<file path="src/rtl/scis_pkg.sv">
package scis_pkg;
  // word layout is fixed by the rasterizer that decodes it
  localparam int XW = 16;
  localparam int YW = 15;

  typedef struct packed {
    logic full_range;
    logic legacy;
    logic cut_en;
  } run_cfg_t;

  function automatic logic [31:0] pack_word(input logic flag,
                                            input logic [XW-1:0] x,
                                            input logic [YW-1:0] y);
    return {flag, y, x};
  endfunction
endpackage

</file>
<file path="src/rtl/scis_axis.sv">
module scis_axis #(
  parameter int INT_W = 17,
  parameter int FRAC_W = 4,
  parameter int LIMIT = 16384,
  localparam int CW = INT_W + FRAC_W,
  localparam int LW = $clog2(LIMIT + 1)
) (
  input  logic signed [CW-1:0] raw_a,
  input  logic signed [CW-1:0] raw_b,
  input  logic [LW-1:0]        cut_lo,
  input  logic [LW-1:0]        cut_hi,
  input  logic                 full_range,
  input  logic                 cut_en,
  output logic [LW-1:0]        lo,
  output logic [LW-1:0]        hi
);
  function automatic logic signed [INT_W:0] round_down(input logic signed [CW-1:0] v);
    logic signed [CW:0] w;
    w = {v[CW-1], v};
    return w[CW:FRAC_W];
  endfunction

  function automatic logic signed [INT_W:0] round_up(input logic signed [CW-1:0] v);
    logic signed [CW:0] w;
    w = {v[CW-1], v} + (CW+1)'((1 << FRAC_W) - 1);
    return w[CW:FRAC_W];
  endfunction

  function automatic logic [LW-1:0] squeeze(input logic signed [INT_W:0] v);
    if (v < 0) return '0;
    if (v > LIMIT) return LW'(LIMIT);
    return v[LW-1:0];
  endfunction

  logic                 swap_ab;
  logic signed [CW-1:0] small_c, large_c;
  logic [LW-1:0]        base_lo, base_hi;

  always_comb begin
    swap_ab = raw_a > raw_b;
    small_c = swap_ab ? raw_b : raw_a;
    large_c = swap_ab ? raw_a : raw_b;
    if (full_range) begin
      base_lo = '0;
      base_hi = LW'(LIMIT);
    end else begin
      base_lo = squeeze(round_down(small_c));
      base_hi = squeeze(round_up(large_c));
    end
    lo = base_lo;
    hi = base_hi;
    if (cut_en) begin
      lo = (cut_lo > base_lo) ? cut_lo : base_lo;
      hi = (cut_hi < base_hi) ? cut_hi : base_hi;
    end
  end
endmodule

</file>
<file path="src/rtl/scis_seq.sv">
module scis_seq #(
  parameter int N_VP = 16,
  localparam int IDX_W = (N_VP > 1) ? $clog2(N_VP) : 1
) (
  input  logic             clk,
  input  logic             rst_n,
  input  logic             start,
  input  logic             multi,
  output logic             busy,
  output logic [IDX_W-1:0] idx,
  output logic             accept,
  output logic             last,
  output logic             done
);
  logic multi_q, fin_q;

  assign accept = start && !busy;
  assign last   = busy && (multi_q ? (idx == IDX_W'(N_VP - 1)) : (idx == '0));

  always_ff @(posedge clk) begin
    if (!rst_n) begin
      busy    <= 1'b0;
      idx     <= '0;
      multi_q <= 1'b0;
      fin_q   <= 1'b0;
      done    <= 1'b0;
    end else begin
      fin_q <= last;
      done  <= fin_q;
      if (accept) begin
        busy    <= 1'b1;
        idx     <= '0;
        multi_q <= multi;
      end else if (last) begin
        busy <= 1'b0;
      end else if (busy) begin
        idx <= idx + 1'b1;
      end
    end
  end
endmodule

</file>
<file path="src/rtl/scis_combiner.sv">
module scis_combiner
  import scis_pkg::*;
#(
  parameter int INT_W = 17,
  parameter int FRAC_W = 4,
  parameter int LIMIT = 16384,
  parameter int N_VP = 16,
  localparam int CW = INT_W + FRAC_W,
  localparam int LW = $clog2(LIMIT + 1),
  localparam int IDX_W = (N_VP > 1) ? $clog2(N_VP) : 1
) (
  input  logic                 clk,
  input  logic                 rst_n,
  input  logic                 start,
  input  logic                 multi_vp,
  input  logic                 full_range,
  input  logic                 legacy,
  input  logic                 cut_en,
  output logic [IDX_W-1:0]     ent_idx,
  input  logic signed [CW-1:0] vp_min_x,
  input  logic signed [CW-1:0] vp_min_y,
  input  logic signed [CW-1:0] vp_max_x,
  input  logic signed [CW-1:0] vp_max_y,
  input  logic [LW-1:0]        cut_min_x,
  input  logic [LW-1:0]        cut_min_y,
  input  logic [LW-1:0]        cut_max_x,
  input  logic [LW-1:0]        cut_max_y,
  output logic                 busy,
  output logic                 out_valid,
  output logic [IDX_W-1:0]     out_idx,
  output logic [31:0]          tl_word,
  output logic [31:0]          br_word,
  output logic                 done
);
  run_cfg_t cfg_q;
  logic     accept, last_ent;
  logic     leg_live;
  logic     degen;

  logic signed [CW-1:0] raw_a [2];
  logic signed [CW-1:0] raw_b [2];
  logic [LW-1:0] c_lo [2];
  logic [LW-1:0] c_hi [2];
  logic [LW-1:0] ax_lo [2];
  logic [LW-1:0] ax_hi [2];

  scis_seq #(.N_VP(N_VP)) u_seq (
    .clk(clk), .rst_n(rst_n), .start(start), .multi(multi_vp),
    .busy(busy), .idx(ent_idx), .accept(accept), .last(last_ent), .done(done)
  );

  always_ff @(posedge clk) begin
    if (!rst_n) cfg_q <= '0;
    else if (accept) cfg_q <= '{full_range: full_range, legacy: legacy, cut_en: cut_en};
  end

  assign raw_a[0] = vp_min_x;
  assign raw_b[0] = vp_max_x;
  assign raw_a[1] = vp_min_y;
  assign raw_b[1] = vp_max_y;
  assign c_lo[0]  = cut_min_x;
  assign c_hi[0]  = cut_max_x;
  assign c_lo[1]  = cut_min_y;
  assign c_hi[1]  = cut_max_y;

  for (genvar ax = 0; ax < 2; ax++) begin : g_ax
    scis_axis #(.INT_W(INT_W), .FRAC_W(FRAC_W), .LIMIT(LIMIT)) u_axis (
      .raw_a(raw_a[ax]), .raw_b(raw_b[ax]),
      .cut_lo(c_lo[ax]), .cut_hi(c_hi[ax]),
      .full_range(cfg_q.full_range), .cut_en(cfg_q.cut_en),
      .lo(ax_lo[ax]), .hi(ax_hi[ax])
    );
  end

  assign leg_live = cfg_q.legacy;
  assign degen    = leg_live && ((ax_hi[0] == '0) || (ax_hi[1] == '0));

  always_ff @(posedge clk) begin
    if (!rst_n) begin
      out_valid <= 1'b0;
      out_idx   <= '0;
      tl_word   <= '0;
      br_word   <= '0;
    end else begin
      out_valid <= busy;
      if (busy) begin
        out_idx <= ent_idx;
        if (degen) begin
          tl_word <= pack_word(1'b1, XW'(1), YW'(1));
          br_word <= pack_word(1'b0, XW'(1), YW'(1));
        end else begin
          tl_word <= pack_word(1'b1, XW'(ax_lo[0]), YW'(ax_lo[1]));
          br_word <= pack_word(1'b0, XW'(ax_hi[0]), YW'(ax_hi[1]));
        end
      end
    end
  end

  logic unused_last;
  assign unused_last = last_ent;
endmodule

</file>
<file path="config.mk">
export PLATFORM = sky130hd
export DESIGN_NAME = scis_combiner
export DESIGN_NICKNAME = d
export VERILOG_FILES = /design/src/rtl/scis_pkg.sv /design/src/rtl/scis_axis.sv /design/src/rtl/scis_seq.sv /design/src/rtl/scis_combiner.sv
export SDC_FILE = /design/constraint.sdc
export NUM_CORES = 1
export LEC_CHECK = 0
export BUFFER_PORTS_ARGS = -buffer_cell sky130_fd_sc_hd__buf_2
export CORE_MARGIN = 8
export CORE_UTILIZATION = 50
export DETAILED_ROUTE_END_ITERATION = 10
export GPL_ROUTABILITY_DRIVEN = 0
export PLACE_DENSITY_LB_ADDON = 0.08
export SLEW_MARGIN = 20
export SYNTH_ARGS = -nofsm -noshare
export SYNTH_HDL_FRONTEND = slang
export SYNTH_SLANG_ARGS = --single-unit
</file>
<file path="constraint.sdc">
create_clock -name clk -period 7.5 [get_ports clk]
set_input_delay 1.125 -clock clk [delete_from_list [all_inputs] [get_ports clk]]
set_output_delay 1.125 -clock clk [all_outputs]
set_load 0.05 [all_outputs]
</file>
==> flow_metrics.py <==
metrics = {
    "clock_tree": {
        "numCtsBuffers": 9,
        "cts_tree": "yes",
        "root_buffer": "clkbuf_16",
        "insertion_delay_ns": 0.34,
        "clock_sinks": 77,
        "cts.htree.levels": 3,
        "cts_buffer_depth": 2,
        "path_clk_slew_ns": 0.07,
        "cts_hold_buf": 0,
    },
    "pwr": {
        "switching_power_w": 0.000645,
        "switching_share": 0.404,
        "p_seq_frac": 0.272,
        "power_density_mw_per_mm2": 140,
        "power.leakage_nw": 5.13,
        "p_int_w": 0.000954,
        "ir_worst_vdd_mv": 0.112,
        "p_clk_frac": 0.281,
        "p_comb_frac": 0.447,
    },
    "sta": {
        "fin_crit_ns": 7.19,
        "finClkSkew_ns": 0.00633,
        "finalHoldViolations": 0,
        "tightest_slew_ns": 1.07,
        "setup_ws_ns": 0.310,
        "max_slew_margin": 0.284,
        "tns_ns": 0,
        "fmax_ghz": 0.139,
        "drv_slew": 0,
        "setup-violations-final": 0,
        "fin_crit_sh": 0.959,
    },
    "floorplan": {
        "design.die.area_mm2": 0.0231,
        "die_h_um": 152,
        "ios": 226,
        "start_util": 0.512,
        "rows": 49,
        "chipWidth_um": 152,
        "design.core.area_mm2": 0.0180,
    },
    "synthesis": {
        "syn_area_mm2": 0.00923,
        "yosysWarningCount": 0,
        "syn_inst": 1234,
        "synth_seq_cells": 77,
        "yosysSeqAreaShare": 0.167,
        "ys.flop_type": "dfxtp_1",
        "synth_edf_count": 0,
        "ys_async_sr_fraction": 0,
        "syn_avg_cell_area_um2": 7.48,
        "ys_types": 86,
    },
    "global_route": {
        "use_met2": 0.413,
        "grt_pass1_wl_um": 51400,
        "met3_usage": 0.0584,
        "grt_pass1_vias": 9896,
        "overflow": 0,
        "use_met1": 0.351,
        "grt.busiest_layer": "met2",
        "grt_max_degree": 44,
        "antenna_found_initial": 0,
        "grt.total_usage": 0.265,
    },
    "detailed_routing": {
        "drcViolationCount": 0,
        "firstDrtPassIters": 6,
        "final_antenna_net_count": 0,
        "viasPerCell": 6.00,
        "wl_um": 32200,
        "drt_iter0_drc": 917,
        "wire_per_inst_um": 18.7,
        "dr_total_vias": 10300,
    },
    "layout": {
        "drive_above_1_share": 0.263,
        "nets": 1740,
        "antennaDiodeCount": 0,
        "fill_cells": 1711,
        "final_util": 0.632,
        "layout_common_cells": "buf_2, nand2_1, nor2_1",
        "synthToLayoutAreaGrowth_pct": 23.4,
        "mostFrequentLayoutCell": "buf_2",
    },
    "setup_path": {
        "r2r_end": "tl_word[7]$_SDFFE_PN0P_",
        "r2r-start": "cfg_q[2]$_SDFFE_PN0P_",
        "endpoint_kind": "flip-flop",
        "cp_data_arrival_time_ns": 7.45,
        "worstSetupStartpointType": "input pin",
        "r2r_cells": 16,
        "criticalPathCategory": "input pin to flip-flop",
        "worstPathRequired_ns": 7.76,
        "crit_path_end": "tl_word[0]$_SDFFE_PN0P_",
        "r2r_setup_slack_ns": 3.13,
        "crit_fanout": 7,
        "crit_path_start": "vp_max_x[8]",
    },
    "status": {
        "status": "finished, final reports clean",
    },
    "hold_path": {
        "worstHoldPathType": "flip-flop to flip-flop",
    },
    "place": {
        "dpl.hpwl_um": 26300,
        "pre_cts_slack_ns": -0.135,
        "port_buffers": 222,
    },
    "flow_run": {
        "drv_cap": 0,
    },
}
worst min-delay path by stage:
| stage | slack, ns | depth (start not counted) | to | from |
|---|---|---|---|---|
| 2_1_floorplan | 0.41 | 1 | u_seq.done$_SDFF_PN0_ | u_seq.fin_q$_SDFF_PN0_ |
| 3_3_place_gp | 0.42 | 1 | u_seq.done$_SDFF_PN0_ | u_seq.fin_q$_SDFF_PN0_ |
| 3_5_place_dp | 0.42 | 1 | u_seq.done$_SDFF_PN0_ | u_seq.fin_q$_SDFF_PN0_ |
| 4_1_cts | 0.44 | 1 | u_seq.done$_SDFF_PN0_ | u_seq.fin_q$_SDFF_PN0_ |
| 5_1_grt | 0.46 | 1 | u_seq.done$_SDFF_PN0_ | u_seq.fin_q$_SDFF_PN0_ |
| 6_report | 0.44 | 1 | u_seq.done$_SDFF_PN0_ | u_seq.fin_q$_SDFF_PN0_ |
power by group through the flow:
stage	registers, W	logic, W	clock network [W]
after detailed placement	0.000444	0.000689	0
after floorplan	0.000482	0.000414	0
after global placement	0.000444	0.000682	0
final	0.000435	0.000715	0.000449
after global routing	0.000437	0.000779	0.000479
after CTS	0.000435	0.000693	0.000458
critical path, cell delays in order:
cell and delay (ns):
buf_2 0.13, inv_1 0.07, ha_1 0.30, nand2_1 0.13, nor3_1 0.08, o311a_1 0.37, or4_4 0.60, o21ai_4 0.25
a221oi_2 0.11, or3b_4 0.39, or4_4 0.51, or4_1 0.44, a21oi_2 0.21, o21bai_2 0.13, ha_1 0.32, a21o_1 0.18
a21o_1 0.16, a21oi_1 0.15, nor2b_1 0.07, o21ai_1 0.12, nand2b_1 0.07, a31oi_1 0.19, and3_1 0.20, inv_1 0.08
o41ai_4 0.34, buf_4 0.18, or3b_4 0.39, a41oi_1 0.16
layout make-up:
| type | instances | area (um2) | area share |
|---|---|---|---|
| timing repair buffer | 310 | 1800 | 0.158 |
| clock inverter | 4 | 37.5 | 0.00330 |
| inverter | 100 | 375 | 0.0330 |
| clock buffer | 12 | 256 | 0.0225 |
| sequential | 77 | 1540 | 0.135 |
| multi-input combinational | 989 | 7090 | 0.623 |
| tap | 229 | 287 | 0.0252 |
registers in the layout (all words and copies together) (netlist names):
name / cells
br_word: 30
cfg_q: 2
leg_live: 1
out_idx: 4
out_valid: 1
tl_word: 31
u_seq.busy: 1
u_seq.done: 1
u_seq.fin_q: 1
u_seq.idx: 4
u_seq.multi_q: 1
Yosys cell counts, types with 31 or more instances:
library cell / n / area (um2)
ha_1: 102 / 1280
nand2_1: 138 / 518
dfxtp_1: 77 / 1540
mux2i_1: 63 / 631
xnor2_1: 33 / 289
nor4_1: 31 / 194
o21ai_0: 34 / 170
o41ai_1: 46 / 403
nand3_1: 37 / 185
a21oi_1: 69 / 345
nor2_1: 107 / 402
inv_1: 100 / 375
clkbuf_1: 46 / 173
per-stage QoR:
stage	cell area [um2]	total power, W	std cells	hold slack (ns)
after floorplan	9260	0.000897	1236	0.412
after global placement	11000	0.00113	1698	0.415
after detailed placement	11000	0.00113	1698	0.424
after CTS	11300	0.00159	1714	0.440
after global routing	11400	0.00170	1721	0.463
final	11400	0.00160	1721	0.436
metal layers:
metal / vias up / part of all wire
li1: 5078 / -
met1: 4732 / 0.45
met2: 452 / 0.44
met3: 68 / 0.075
met4: 0 / 0.027
met5: - / 0
repair_timing:
action | 4_1_cts | 5_1_grt
buffers inserted | 0 | 7
setup endpoints to repair | 0 | 59
resized for setup | 0 | 9
logic make-up (layout without fill, tap and decap cells):
family	after synthesis	after routing	share of synthesized area
adders and majority gates	102	102	0.138
other	1	3	0.000406
buffers and inverters	170	426	0.0750
muxes	70	70	0.0769
and+or+nand+nor	464	464	0.252
xor gates and xnor gates	49	49	0.0465
DFF	77	77	0.167
AOI/OAI and AO/OA	301	301	0.244
Note: power is estimated with default switching activity, not from simulation.
